[config.mk]
export PLATFORM = sky130hd
export DESIGN_NAME = ptp_tod_counter
export DESIGN_NICKNAME = d
export VERILOG_FILES = /design/src/rtl/ptp_tod_pkg.sv /design/src/rtl/ptp_tod_decode.sv /design/src/rtl/ptp_tod_step.sv /design/src/rtl/ptp_tod_clock.sv /design/src/rtl/ptp_tod_counter.sv
export SDC_FILE = /design/constraint.sdc
export NUM_CORES = 1
export LEC_CHECK = 0
export ABC_AREA = 1
export CAP_MARGIN = 25
export CORE_ASPECT_RATIO = 1.2
export CORE_UTILIZATION = 30
export CTS_CLUSTER_DIAMETER = 50
export DETAILED_ROUTE_END_ITERATION = 8
export RECOVER_POWER = 50
export SYNTH_ARGS = -nofsm -noshare
export SYNTH_HDL_FRONTEND = slang
export SYNTH_SLANG_ARGS = --single-unit
[constraint.sdc]
create_clock -name clk -period 9.33 [get_ports clk]
set_input_delay 1.3995 -clock clk [delete_from_list [all_inputs] [get_ports clk]]
set_output_delay 1.3995 -clock clk [all_outputs]
set_load 0.03 [all_outputs]
[src/rtl/ptp_tod_pkg.sv]
`timescale 1ns/1ps
package ptp_tod_pkg;

    typedef enum logic [2:0] {
        SEL_NS      = 3'd0,
        SEL_SEC_LO  = 3'd1,
        SEL_SEC_HI  = 3'd2,
        SEL_INC_NS  = 3'd3,
        SEL_INC_SUB = 3'd4,
        SEL_ADJ     = 3'd5
    } tod_sel_e;

    typedef struct packed {
        logic ns;
        logic sec_lo;
        logic sec_hi;
        logic inc_ns;
        logic inc_sub;
        logic adj;
    } tod_wr_t;

endpackage

[src/rtl/ptp_tod_decode.sv]
`timescale 1ns/1ps
module ptp_tod_decode
    import ptp_tod_pkg::*;
#(
    parameter int ADDR_W = 3
) (
    input  logic              bus_wr,
    input  logic [ADDR_W-1:0] bus_addr,
    output tod_wr_t           wr_o
);

    always_comb begin
        wr_o         = '0;
        wr_o.ns      = bus_wr && (bus_addr == ADDR_W'(SEL_NS));
        wr_o.sec_lo  = bus_wr && (bus_addr == ADDR_W'(SEL_SEC_LO));
        wr_o.sec_hi  = bus_wr && (bus_addr == ADDR_W'(SEL_SEC_HI));
        wr_o.inc_ns  = bus_wr && (bus_addr == ADDR_W'(SEL_INC_NS));
        wr_o.inc_sub = bus_wr && (bus_addr == ADDR_W'(SEL_INC_SUB));
        wr_o.adj     = bus_wr && (bus_addr == ADDR_W'(SEL_ADJ));
    end

endmodule

[src/rtl/ptp_tod_step.sv]
`timescale 1ns/1ps
module ptp_tod_step #(
    parameter int NS_INC_W    = 8,
    parameter int SUB_W       = 16,
    parameter int RST_INC_NS  = 5,
    parameter int RST_INC_SUB = 0,
    localparam int STEP_W     = NS_INC_W + 1
) (
    input  logic                clk,
    input  logic                rst_n,
    input  logic                wr_inc_ns,
    input  logic                wr_inc_sub,
    input  logic [NS_INC_W-1:0] inc_ns_wdata,
    input  logic [SUB_W-1:0]    inc_sub_wdata,
    output logic [STEP_W-1:0]   step_ns_o,
    output logic [NS_INC_W-1:0] inc_ns_o,
    output logic [SUB_W-1:0]    inc_sub_o
);

    typedef struct packed {
        logic [NS_INC_W-1:0] inc_ns;
        logic [SUB_W-1:0]    inc_sub;
        logic [SUB_W-1:0]    sub_shadow;
        logic [SUB_W-1:0]    frac;
    } step_state_t;

    step_state_t st_d, st_q;
    logic        frac_carry;

    always_comb begin
        st_d = st_q;
        {frac_carry, st_d.frac} = {1'b0, st_q.frac} + {1'b0, st_q.inc_sub};
        step_ns_o = {1'b0, st_q.inc_ns} + {{NS_INC_W{1'b0}}, frac_carry};
        if (wr_inc_sub) begin
            st_d.sub_shadow = inc_sub_wdata;
        end
        if (wr_inc_ns) begin
            st_d.inc_ns  = inc_ns_wdata;
            st_d.inc_sub = st_q.sub_shadow;
        end
    end

    always_ff @(posedge clk or negedge rst_n) begin
        if (!rst_n) begin
            st_q.inc_ns     <= NS_INC_W'(RST_INC_NS);
            st_q.inc_sub    <= SUB_W'(RST_INC_SUB);
            st_q.sub_shadow <= SUB_W'(RST_INC_SUB);
            st_q.frac       <= '0;
        end else begin
            st_q <= st_d;
        end
    end

    assign inc_ns_o  = st_q.inc_ns;
    assign inc_sub_o = st_q.inc_sub;

    // a lone fraction write must not disturb the active fraction
    assert_sub_held_R4: assert property (@(posedge clk) disable iff (!rst_n)
        (wr_inc_sub && !wr_inc_ns) |=> (st_q.inc_sub == $past(st_q.inc_sub)));

    // whole-step write moves the held fraction into service
    assert_sub_commit_R4: assert property (@(posedge clk) disable iff (!rst_n)
        wr_inc_ns |=> (st_q.inc_sub == $past(st_q.sub_shadow)));

endmodule

[src/rtl/ptp_tod_clock.sv]
`timescale 1ns/1ps
module ptp_tod_clock #(
    parameter int DATA_W     = 32,
    parameter int SEC_LO_W   = 32,
    parameter int SEC_HI_W   = 16,
    parameter int NS_PER_SEC = 1_000_000_000,
    parameter int STEP_W     = 9,
    localparam int NS_W      = $clog2(NS_PER_SEC),
    localparam int SEC_W     = SEC_LO_W + SEC_HI_W,
    localparam int SUM_W     = NS_W + 3,
    localparam int SIGN_BIT  = DATA_W - 1
) (
    input  logic              clk,
    input  logic              rst_n,
    input  logic              wr_ns,
    input  logic              wr_sec_lo,
    input  logic              wr_sec_hi,
    input  logic              wr_adj,
    input  logic [DATA_W-1:0] wdata,
    input  logic [STEP_W-1:0] step_ns,
    output logic [SEC_W-1:0]  sec_o,
    output logic [NS_W-1:0]   ns_o
);

    localparam logic signed [SUM_W-1:0] NS_LIMIT = SUM_W'(NS_PER_SEC);

    typedef struct packed {
        logic [SEC_W-1:0]    sec;
        logic [NS_W-1:0]     ns;
        logic [SEC_HI_W-1:0] hi_shadow;
    } clk_state_t;

    clk_state_t              st_d, st_q;
    logic signed [SUM_W-1:0] sum;
    logic signed [SUM_W-1:0] mag;

    always_comb begin
        st_d = st_q;
        mag  = $signed({{(SUM_W-NS_W){1'b0}}, wdata[NS_W-1:0]});
        sum  = $signed({{(SUM_W-NS_W){1'b0}}, st_q.ns})
             + $signed({{(SUM_W-STEP_W){1'b0}}, step_ns});
        if (wr_adj) begin
            if (wdata[SIGN_BIT]) begin
                sum = sum - mag;
            end else begin
                sum = sum + mag;
            end
        end
        if (wr_ns) begin
            st_d.ns = wdata[NS_W-1:0];
        end else begin
            if (sum < 0) begin
                sum      = sum + NS_LIMIT;
                st_d.sec = st_q.sec - 1'b1;
            end else if (sum >= NS_LIMIT) begin
                sum      = sum - NS_LIMIT;
                st_d.sec = st_q.sec + 1'b1;
            end
            st_d.ns = sum[NS_W-1:0];
        end
        if (wr_sec_hi) begin
            st_d.hi_shadow = wdata[SEC_HI_W-1:0];
        end
        if (wr_sec_lo) begin
            st_d.sec = {st_q.hi_shadow, wdata[SEC_LO_W-1:0]};
        end
    end

    always_ff @(posedge clk or negedge rst_n) begin
        if (!rst_n) begin
            st_q <= '0;
        end else begin
            st_q <= st_d;
        end
    end

    assign sec_o = st_q.sec;
    assign ns_o  = st_q.ns;

    // the nanosecond count never leaves its legal range
    assert_ns_range_R3: assert property (@(posedge clk) disable iff (!rst_n)
        st_q.ns < NS_W'(NS_PER_SEC));

    // outside a low-word write, seconds move by at most one
    assert_sec_step_R5: assert property (@(posedge clk) disable iff (!rst_n)
        (!$past(wr_sec_lo) && (st_q.sec != $past(st_q.sec))) |->
        ((st_q.sec == $past(st_q.sec) + 1'b1) || (st_q.sec == $past(st_q.sec) - 1'b1)));

    // a zero step with no time write leaves nanoseconds still
    assert_stopped_R8: assert property (@(posedge clk) disable iff (!rst_n)
        ((step_ns == '0) && !wr_ns && !wr_adj) |=> $stable(st_q.ns));

endmodule

[src/rtl/ptp_tod_counter.sv]
`timescale 1ns/1ps
module ptp_tod_counter
    import ptp_tod_pkg::*;
#(
    parameter int ADDR_W      = 3,
    parameter int DATA_W      = 32,
    parameter int NS_INC_W    = 8,
    parameter int SUB_W       = 16,
    parameter int SEC_LO_W    = 32,
    parameter int SEC_HI_W    = 16,
    parameter int NS_PER_SEC  = 1_000_000_000,
    parameter int RST_INC_NS  = 5,
    parameter int RST_INC_SUB = 0,
    localparam int NS_W       = $clog2(NS_PER_SEC),
    localparam int SEC_W      = SEC_LO_W + SEC_HI_W,
    localparam int STEP_W     = NS_INC_W + 1
) (
    input  logic              clk,
    input  logic              rst_n,
    input  logic              bus_wr,
    input  logic [ADDR_W-1:0] bus_addr,
    input  logic [DATA_W-1:0] bus_wdata,
    output logic [DATA_W-1:0] bus_rdata,
    output logic [SEC_W-1:0]  tod_sec,
    output logic [NS_W-1:0]   tod_ns
);

    tod_wr_t             wr;
    logic [STEP_W-1:0]   step_ns;
    logic [NS_INC_W-1:0] inc_ns;
    logic [SUB_W-1:0]    inc_sub;

    ptp_tod_decode #(.ADDR_W(ADDR_W)) u_decode (
        .bus_wr   (bus_wr),
        .bus_addr (bus_addr),
        .wr_o     (wr)
    );

    ptp_tod_step #(
        .NS_INC_W    (NS_INC_W),
        .SUB_W       (SUB_W),
        .RST_INC_NS  (RST_INC_NS),
        .RST_INC_SUB (RST_INC_SUB)
    ) u_step (
        .clk           (clk),
        .rst_n         (rst_n),
        .wr_inc_ns     (wr.inc_ns),
        .wr_inc_sub    (wr.inc_sub),
        .inc_ns_wdata  (bus_wdata[NS_INC_W-1:0]),
        .inc_sub_wdata (bus_wdata[SUB_W-1:0]),
        .step_ns_o     (step_ns),
        .inc_ns_o      (inc_ns),
        .inc_sub_o     (inc_sub)
    );

    ptp_tod_clock #(
        .DATA_W     (DATA_W),
        .SEC_LO_W   (SEC_LO_W),
        .SEC_HI_W   (SEC_HI_W),
        .NS_PER_SEC (NS_PER_SEC),
        .STEP_W     (STEP_W)
    ) u_clock (
        .clk       (clk),
        .rst_n     (rst_n),
        .wr_ns     (wr.ns),
        .wr_sec_lo (wr.sec_lo),
        .wr_sec_hi (wr.sec_hi),
        .wr_adj    (wr.adj),
        .wdata     (bus_wdata),
        .step_ns   (step_ns),
        .sec_o     (tod_sec),
        .ns_o      (tod_ns)
    );

    always_comb begin
        bus_rdata = '0;
        case (bus_addr)
            ADDR_W'(SEL_NS):      bus_rdata = DATA_W'(tod_ns);
            ADDR_W'(SEL_SEC_LO):  bus_rdata = DATA_W'(tod_sec[SEC_LO_W-1:0]);
            ADDR_W'(SEL_SEC_HI):  bus_rdata = DATA_W'(tod_sec[SEC_W-1:SEC_LO_W]);
            ADDR_W'(SEL_INC_NS):  bus_rdata = DATA_W'(inc_ns);
            ADDR_W'(SEL_INC_SUB): bus_rdata = DATA_W'(inc_sub);
            default:              bus_rdata = '0;
        endcase
    end

    // the offset register never reads back its written value
    assert_adj_reads_zero_R9: assert property (@(posedge clk) disable iff (!rst_n)
        (bus_addr == ADDR_W'(SEL_ADJ)) |-> (bus_rdata == '0));

endmodule

# == Word level (Yosys, flattened, before mapping) ==
# Index checks and enable logic that the tools add are counted.
# W data, S select, Z words.
# word_totals
register_bits,150
output_inout_bits,110
word_cells,43
inputBits,38
# classes
mux,10
n_reduce_logical,9
n_lt_le_gt_ge,2
n_addsub,9
n_eq_ne,6
# op_table
op,n
$mux W48,4
$pmux W32 S5,1
$mux W30,3
$mux W33,2
$add A48 B1 Y48 const B,1
$sub A48 B1 Y48 const B,1
$add A33 B31 Y33,1
$ge A33 B31 Y1 const B,1
$lt A33 B1 Y1 const B,1
$sub A33 B31 Y33,1
$add A30 B9 Y31,1
$add A30 B28 Y30 const B,1
$sub A30 B28 Y30 const B,1
$add A16 B16 Y17,1
$add A8 B1 Y9,1
$eq A3 B2 Y1 const B,2
$eq A3 B3 Y1 const B,2
$logic_and A1 B1 Y1,6
$eq A3 B1 Y1 const B,1
$logic_not A3 Y1,1
$reduce_bool A3 Y1,1
$ne A2 B2 Y1 const B,1
$reduce_and A2 Y1,1

# == Logic depth before layout (Yosys ltp) ==
# Gate-level depths: netlist (run 1).
# logic_depth
ltp_word,11
depth_mapped,60
ltp_nobuf,58

# == Hierarchy ==
# From an unflattened synthesis (run 1), not the netlist that was laid out.
# hier_totals
hier_cells,3308
area_unflattened_um2,19585.0
# by_module_without_submodules
mod,cells_each,instances,area_each_um2
ptp_tod_clock,2712,1,15412.3
ptp_tod_step,386,1,3141.8
ptp_tod_counter,195,1,972.2
ptp_tod_decode,15,1,58.8

# == Least setup slack after synthesis (run 1) ==
# No wires, ideal clock.
# synth_path
path_type,reg-to-reg
startpoint,"reg, netlist name u_step.inc_sub_o[0]"
endpoint,reg u_clock.st_q (netlist bit u_clock.sec_o[39])
t_required_ns,9.208
path_slack_ns,1.220
synth_period_minus_slack_ns,8.110
setup_ns,0.122
stages_incl_launch_ff,58
n_path_buf,3
arrival_time_ns,7.987
path_cell_list,dfrtp_1 ha_1 fa_1 nand3_1 nand2_1 a21oi_1 o21bai_1 nand2_1 nand2_1 nand2_1 nand2_1 a21oi_1 o21bai_1 a21oi_1 o21bai_1 nand3_1 nand2_1 a21oi_1 (+22 left out) buf_2 ha_1 nand2_1 nor2_1 a211oi_1 o21bai_1 a21o_1 nand2_1 nand2_1 nand3_1 nand2_1 a21oi_1 inv_1 nand2_1 nand2_1 or2_2 a21oi_1 o21ai_1
# synth_between
elab_chain_cells,10
word_cells_on_any_way,14
# synth_rtl
element,line,rtl
$add A16 B16 Y17 (*),ptp_tod_step.sv:32,"{frac_carry, st_d.frac} = {1'b0, st_q.frac} + {1'b0, st_q.inc_sub};"
$add A8 B1 Y9 (*),ptp_tod_step.sv:33,"step_ns_o = {1'b0, st_q.inc_ns} + {{NS_INC_W{1'b0}}, frac_carry};"
$add A30 B9 Y31 (*),ptp_tod_clock.sv:41,"+ $signed({{(SUM_W-STEP_W){1'b0}}, step_ns});"
$add A33 B31 Y33 or $sub A33 B31 Y33 (tied branches),"ptp_tod_clock.sv:46, ptp_tod_clock.sv:44",
$mux W33,ptp_tod_clock.sv:43,if (wdata[SIGN_BIT]) begin
$mux W33 (*),ptp_tod_clock.sv:42,if (wr_adj) begin
$lt A33 B1 Y1,ptp_tod_clock.sv:52,if (sum < 0) begin
$mux W48,ptp_tod_clock.sv:52,
$mux W48,ptp_tod_clock.sv:49,if (wr_ns) begin
$mux W48,ptp_tod_clock.sv:64,if (wr_sec_lo) begin
end signal: assignment,ptp_tod_clock.sv:73,st_q <= st_d;
end: declaration,ptp_tod_clock.sv:33,"clk_state_t st_d, st_q;"
# Every way passes the cells marked *; elsewhere a longest branch is shown, timed or not. The select of a mux whose other input is x is not followed.
# A chain may end at the register's enable or synchronous reset.

# == Worst setup path in the final report (run 1) ==
# layout_path
startpoint,"reg, netlist name u_step.inc_sub_o[0]"
endpoint,reg u_clock.st_q (netlist bit u_clock.sec_o[37])
# layout_between
elab_chain_cells,10
word_cells_on_any_way,14
# layout_rtl
element,line
$add A16 B16 Y17 (*),ptp_tod_step.sv:32
$add A8 B1 Y9 (*),ptp_tod_step.sv:33
$add A30 B9 Y31 (*),ptp_tod_clock.sv:41
$add A33 B31 Y33 or $sub A33 B31 Y33 (tied branches),"ptp_tod_clock.sv:46, ptp_tod_clock.sv:44"
$mux W33,ptp_tod_clock.sv:43
$mux W33 (*),ptp_tod_clock.sv:42
$lt A33 B1 Y1,ptp_tod_clock.sv:52
$mux W48,ptp_tod_clock.sv:52
$mux W48,ptp_tod_clock.sv:49
$mux W48,ptp_tod_clock.sv:64
# Marks and branches as above.

==> results of run 1 <==
[final timing paths]
kind                                endpoint                start  slack [ps]
max reg2reg                u_clock.sec_o[37]  u_step.inc_sub_o[0]         750
max                        u_clock.sec_o[37]  u_step.inc_sub_o[0]         750
min reg2reg                  u_step.st_q[26]      u_step.st_q[26]         480
max in group asynchronous  u_clock.sec_o[14]                rst_n        2460
min                          u_step.st_q[26]      u_step.st_q[26]         480
min in group asynchronous    u_clock.ns_o[0]                rst_n         800
[layer usage]
metal  up-vias  GRT usage (%)
met5         -              0
met4         0          12.17
met3       167          1.656
li1       9568              -
met1      9051          28.70
met2       669          42.11
[report_power, final]
part / internal (mW) / leakage [nW] / switching, mW
combinational: 1.52 / 8.42 / 3.15
clock: 0.381 / 0.278 / 0.331
sequential: 0.894 / 1.85 / 0.363
total: 2.79 / 10.5 / 3.84
[worst reg2reg max path: cells and delay by family, from the launching register on]
family / cells / cell delay [ps]
AND/OR/NAND/NOR: 29 / 2800
AO/OA/AOI/OAI: 15 / 2390
adder cells (fa/ha/maj): 6 / 2100
buffers and inverters: 6 / 630
flip-flops: 1 / 400
XOR/XNOR: 1 / 200
[what timing repair did]
action / CTS / global route
buffers inserted: 0 / 2
gates resized for setup: 0 / 18
endpoints found under the setup margin: 0 / 24
[cells in the mapped netlist (all sizes together) (4+ instances only)]
| master | n |
|---|---|
| nor2 | 248 |
| a211oi | 4 |
| nor3 | 28 |
| a221oi | 4 |
| o211ai | 20 |
| or2 | 15 |
| buf | 120 |
| nand3b | 9 |
| o21bai | 19 |
| a31oi | 12 |
| and2 | 7 |
| o2111ai | 8 |
| a22oi | 4 |
| nand3 | 261 |
| nor4 | 7 |
| clkbuf | 33 |
| inv | 409 |
| dfrtp | 148 |
| nand4 | 26 |
| a21oi | 166 |
| xnor2 | 6 |
| mux2 | 16 |
| a21o | 5 |
| fa | 6 |
| o21a | 7 |
| nand2 | 1008 |
| o21ai | 191 |
| xor2 | 40 |
| ha | 132 |
[flip-flops by register name, summed over array words and instances, names as in the netlist]
name / cells
u_clock.st_q: 16
u_clock.sec_o: 48
u_step.inc_ns_o: 8
u_clock.ns_o: 30
u_step.inc_sub_o: 16
u_step.st_q: 32
[through the flow]
stage	setup slack [ps]	setup TNS [ps]	cell area, um2	hold WS (ps)	util, %
6_report	751.0	0	20260	480.4	34.56
5_1_grt	-68.01	-284.5	20260	503.5	34.55
3_3_place_gp	731.0	0	19560	455.8	33.36
2_1_floorplan	1220	0	17840	443.0	-
3_5_place_dp	625.7	0	19560	469.5	33.36
4_1_cts	585.3	0	20130	485.6	34.34
[layout make-up]
type	count	share of cell area, %
Antenna cell	1	0.01235
Clock buffer	18	2.168
Clock inverter	14	0.6794
Inverter	412	7.634
Multi-Input combinational cell	2263	57.70
Sequential cell	150	18.54
Tap cell	792	4.892
Timing Repair Buffer	172	8.375
[kinds of logic after synthesis]
kind of cell	after synthesis	synth area share (%)
AND/OR/NAND/NOR	1610	37.63
buffers and inverters	565	13.96
AO/OA/AOI/OAI	452	14.11
flip-flops	150	21.05
adder cells (fa/ha/maj)	138	9.931
XOR/XNOR	46	2.258
multiplexers	17	1.066
==> metrics.md, run 1 <==
| Metric | Value |
|---|---|
| Status | `finished with violations` |
| Failing checks | `max-capacitance violations, max-slew violations` |
| Total grt overflow | `0` |
| Critical path peak fanout | `7` |
| P per Cell Area | `327.5 nW/um2` |
| Number of global-route vias before repair | `18,653` |
| Routed WL per cell | `19.18 um` |
| CTS tree | `built` |
| Wl on met1 | `between 30,000 and 40,000 um` |
| Setup Viol. Count Final | `0` |
| Sequential area share after synthesis | `21.05%` |
| Max frequency | `0.1166 GHz` |
| Skew final | `between 10 and 15 ps` |
| Top Ports | `148` |
| Row Count | `97` |
| Mean Syn Cell Area | `between 5 and 6 um2` |
| Most common cell after layout, fill and taps aside | `nand2_1` |
| Total power | `around 6.6 mW` |
| Vias/cell | `a little over 5` |
| Number of hold buffers added after cts | `0` |
| Share of layout cells above drive strength 1 | `approximately 5.2%` |
| Hold crit path type | `reg2reg` |
| Mapped cell area | `17,840 um2` |
| Largest net degree at the start of global routing | `99` |
| Storage cell area | `between 3000 and 4000 um2` |
| Slew Limit Fails | `between 90 and 100` |
| EDFF count, synth | `0` |
| First-pass GRT wire length | `109,500 um` |
| Clock Latency Late Sink | `roughly 460 ps` |
| WL met3 | `approximately 3200 um` |
| Crit path arrival time | `8970 ps` |
| Worst hold stages | `2` |
| CTS H-tree lvls | `4` |
| Routed Antenna Nets | `0` |
| Number of clock sinks | `150` |
| Worst path required time | `roughly 10000 ps` |
| Ys Warns | `0` |
| Total length of routed met2 wires | `35,980 um` |
| RSZ-0062 raised after global routing | `true` |
| Finished Layout Cells | `between 3,000 and 4,000` |
| Crit-path leading delay family | `simple AND/OR/NAND/NOR gates` |
| Cell mode on critical path | `nand2_1` |
| CP max stage delay | `~430 ps` |
| Library cells used by synthesis | `between 50 and 60` |
| Area fraction of the dominant cell type after synthesis | `between 20% and 30%` |
| Primary FF master, synth | `dfrtp_1` |
| Post-layout minimum cycle time | `roughly 8600 ps` |
| Clock buffer depth | `2` |
| Multi-input logic area | `about 12,000 um2` |
| Width of the die | `~220 um` |
| Fillers | `~6,500` |
| Setup CP Type | `reg2reg` |
| Synthesis-to-finish area growth | `13.55%` |
| Via count | `19,455` |
| Clk pin slew, worst setup/hold paths | `around 70 ps` |
| Syn_nets | `between 3,000 and 4,000` |
| Register-to-Register Path Depth | `57` |
| Max transition margin | `-274.0%` |
| Post-Synthesis Cells | `2,978` |
| Slew @ Worst Pin | `5610 ps` |
| Clk root buf | `clkbuf_16` |
| Slowest CP cell | `fa_1` |
| Startpoint type of the worst setup path | `flip-flop` |
| CTS buffer count | `17` |
| Synth area leaders | `nand2_1 (21%), dfrtp_1 (21%), ha_1 (9.3%)` |
| Uppermost routed layer | `met4` |
| Crit. path cell count | `57` |
| Crit path capture type | `flip-flop` |
| DIE HEIGHT | `about 270 um` |
| Initial Util | `30.43%` |
| IO Port Bufs | `between 100 and 150` |
| Final wirelength | `~73,000 um` |
| Most frequent cells in the layout | `nand2_1 (989), inv_1 (397), nand3_1 (259)` |
| Overall global routing resource usage | `a little under a quarter` |
| Gpl congestion | `a little under 1` |
| Placed insts | `between 3,000 and 4,000` |
| Synth Register Bits | `150` |
| Std-Cell Core Area | `58,620 um2` |
| Asr flop ratio synth | `100.0%` |
| Layout Nets | `~3,200` |
| CP bufs+invs | `6` |
| Initial antenna violation count | `1` |
| Static Leak | `10.55 nW` |
| DRC Markers | `0` |
| Worst IR Drop VDD | `0.1325 mV` |
| Max_cap viols | `1` |
| Fin crit share | `91.95%` |
| Cell taking the most area after synthesis | `nand2_1` |
| Die ar. | `60,450 um2` |
| DP HPWL | `59,220 um` |
| Fin. Hold Viols | `0` |
| Initial drt markers | `approximately 1,700` |
| DRT Pass-1 Iters | `6` |
(Power assumes the default switching activity.)
==> run 2: changes to the inputs <==
--- a/config.mk
+++ b/config.mk
@@ -12,6 +12,7 @@
 export CTS_CLUSTER_DIAMETER = 50
 export DETAILED_ROUTE_END_ITERATION = 8
 export RECOVER_POWER = 50
+export SKIP_LAST_GASP = 1
 export SYNTH_ARGS = -nofsm -noshare
 export SYNTH_HDL_FRONTEND = slang
 export SYNTH_SLANG_ARGS = --single-unit
==> constraint.sdc (replaced) <==
create_clock -name clk -period 8.95 [get_ports clk]
set_input_delay 1.3425 -clock clk [delete_from_list [all_inputs] [get_ports clk]]
set_output_delay 1.3425 -clock clk [all_outputs]
set_load 0.03 [all_outputs]
==> run 2 against run 1 <==
Compared with the run above:
- the run still ends with max-capacitance violations, max-slew violations left
- sequential power up 3%
- count of clock-buffer cells in the layout unchanged
- power rose by 5.5%
- combinational power is 4.9% higher
- largest power group unchanged
==> metrics.md, run 2 (synthesis results as in run 1) <==
| Metric | Value |
|---|---|
| Clock Latency Late Sink | `460 ps (about the same)` |
| Multi-input logic area | `11,750 um2 (+0.49%)` |
| Clk pin slew, worst setup/hold paths | `70 ps (about the same)` |
| Share of layout cells above drive strength 1 | `5.958% (+0.71 points)` |
| Fin. Hold Viols | `0 (unchanged)` |
| CTS H-tree lvls | `4 (unchanged)` |
| First-pass GRT wire length | `110,000 um (+0.41%)` |
| Max frequency | `0.1198 GHz (+2.8%)` |
| Setup Viol. Count Final | `0 (unchanged)` |
| Number of hold buffers added after cts | `0 (unchanged)` |
| Hold crit path type | `reg2reg` |
| Routed WL per cell | `19.24 um (+0.34%)` |
| Crit path capture type | `flip-flop` |
| Via count | `19,479 (+0.12%)` |
| Max transition margin | `-129.5% (+140 points)` |
| Initial Util | `30.43% (unchanged)` |
| Most common cell after layout, fill and taps aside | `nand2_1` |
| Number of clock sinks | `150 (unchanged)` |
| Pint | `2.993 mW (+7.1%)` |
| Slowest CP cell | `fa_1` |
| Post-layout minimum cycle time | `8345 ps (-233.5 ps)` |
| DRT Pass-1 Iters | `5 (-1)` |
| Die ar. | `60,450 um2 (unchanged)` |
| CTS tree | `built` |
| Layout Nets | `3,201 (+0.28%)` |
| Routed Antenna Nets | `0 (unchanged)` |
| DP HPWL | `59,540 um (+0.55%)` |
| Slew Limit Fails | `155 (+63%)` |
| Fin crit share | `93.25% (+1.3 points)` |
| Final Util | `34.90% (+0.34 points)` |
| Net switching power | `4.006 mW (+4.3%)` |
| Worst IR Drop VDD | `0.1489 mV (+12%)` |
| Overall global routing resource usage | `24.04% (+0.25 points)` |
| Gate power share | `70.0% (-0.3 points)` |
| Cell mode on critical path | `nand2_1` |
| Status | `finished with violations` |
| Width of the die | `224.6 um (unchanged)` |
| Setup CP Type | `reg2reg` |
| Fillers | `6,467 (-0.90%)` |
| Storage cell area | `3756 um2 (unchanged)` |
| Vias/cell | `5.086 (about the same)` |
| Slew @ Worst Pin | `3443 ps (-2167 ps)` |
| Total grt overflow | `0 (unchanged)` |
| Part of the power in registers | `18.6% (-0.3 points)` |
| Sw Ratio | `57.24% (-0.66 points)` |
| DIE HEIGHT | `269.1 um (unchanged)` |
| Gpl congestion | `0.9781 (-0.22%)` |
| P per Cell Area | `342.1 nW/um2 (+4.5%)` |
| RSZ-0062 raised after global routing | `true` |
| CTS buffer count | `17 (unchanged)` |
| Initial drt markers | `1,633 (-1.3%)` |
| Failing checks | `max-capacitance violations, max-slew violations` |
| Static Leak | `10.65 nW (+0.94%)` |
| Max_cap viols | `3 (+2)` |
| IO Port Bufs | `147 (unchanged)` |
| Clk network pwr share | `11.4% (+0.7 points)` |
| DRC Markers | `0 (unchanged)` |
| Startpoint type of the worst setup path | `flip-flop` |
| Critical path peak fanout | `12 (+5)` |
| Std-Cell Core Area | `58,620 um2 (unchanged)` |
| Skew final | `12.20 ps (-0.9988 ps)` |
| Crit path arrival time | `8740 ps (-230 ps)` |
| Number of global-route vias before repair | `18,484 (-0.91%)` |
| Largest register FFs | `48 (unchanged)` |
| Hold WS | `470.8 ps (-9.663 ps)` |
| Largest net degree at the start of global routing | `64 (-35%)` |
| Clk root buf | `clkbuf_16` |
| Top Ports | `148 (unchanged)` |
| Initial antenna violation count | `1 (unchanged)` |
| CP max stage delay | `440 ps (about the same)` |
| Final wirelength | `73,700 um (+0.55%)` |
| Clock buffer depth | `2 (unchanged)` |
| Row Count | `97 (unchanged)` |
| # diodes | `0 (-1)` |
| Worst path required time | `9350 ps (-370 ps)` |
| Most frequent cells in the layout | `nand2_1 (985), inv_1 (397), nand3_1 (259)` |
| Synthesis-to-finish area growth | `14.66%` |
## run 2: changes by cell type in the layout (fill, tap and decap cells not counted), sizes merged
| cell | before | now |
|---|---|---|
| buf | 22 | 30 |
| clkinv | 4 | 7 |
| inv | 418 | 415 |
| bufinv | 1 | 3 |
| clkinvlp | 3 | 1 |
| clkbuf | 22 | 23 |
| clkdlybuf4s50 | 110 | 111 |
| diode | 1 | 0 |
| dlygate4sd3 | 36 | 35 |
## run 2: stage by stage
stage               instances  power [mW]  instance area, um2  worst slack, ps  setup TNS, ps
floorplan                2978       4.736               17840            840.3              0
global placement         3789       6.140               19610            367.2              0
detailed placement       3789       6.145               19610            216.0              0
CTS                      3821       6.960               20240            206.5              0
global route             3830       7.600               20460           -86.84         -569.0
finish                   3830       6.999               20460            604.5              0
## run 2: final timing paths
path / cells past startpoint / end / slack (ps) / from
hold reg to reg: 1 / u_step.st_q[0] / 470 / u_step.st_q[0]
max in group asynchronous: 2 / u_clock.sec_o[39] / 3150 / rst_n
setup / recovery: 57 / u_clock.sec_o[37] / 600 / u_step.inc_sub_o[0]
min in group asynchronous: 1 / u_clock.ns_o[0] / 1600 / rst_n
hold / removal: 1 / u_step.st_q[0] / 470 / u_step.st_q[0]
setup reg to reg: 57 / u_clock.sec_o[37] / 600 / u_step.inc_sub_o[0]
## run 2: power by group through the flow
| stage | Clock [mW] | Sequential, mW | Combinational, mW |
|---|---|---|---|
| after floorplan | 0 | 1.11 | 3.63 |
| after global placement | 0 | 1.32 | 4.82 |
| after detailed placement | 0 | 1.32 | 4.83 |
| after CTS | 0.802 | 1.31 | 4.85 |
| after global routing | 0.825 | 1.33 | 5.45 |
| final | 0.796 | 1.30 | 4.90 |
## run 2: what timing repair did
| item | in CTS | in global routing |
|---|---|---|
| hold endpoints to repair | 0 | 0 |
| setup buffers | 0 | 6 |
| gates resized for setup | 0 | 33 |
| endpoints found under the setup margin | 0 | 46 |
## run 2: worst max-delay path, delay by kind of cell (launching register included)
family | cells | cell delay, ps
AND/OR/NAND/NOR | 29 | 2650
AO/OA/AOI/OAI | 15 | 2360
adder cells (fa/ha/maj) | 6 | 2090
buffers and inverters | 6 | 570
flip-flops | 1 | 400
XOR/XNOR | 1 | 200
## run 2: layer usage
layer / track usage (%) / part of all wire (%) / up-vias
met5: 0 / 0.018 / -
met4: 11.40 / 5.1 / 2
met3: 2.484 / 5.1 / 144
met2: 42.14 / 49 / 657
met1: 29.19 / 41 / 9092
li1: - / - / 9584
## run 2: final cells by class
type                    instances  share of cell area (%)
clock inverters                14                  0.9480
well taps                     792                   4.844
flip-flops and latches        150                   18.36
inverters                     412                   7.560
repair buffers                181                   8.722
clock buffers                  18                   2.147
multi-input cells            2263                   57.42
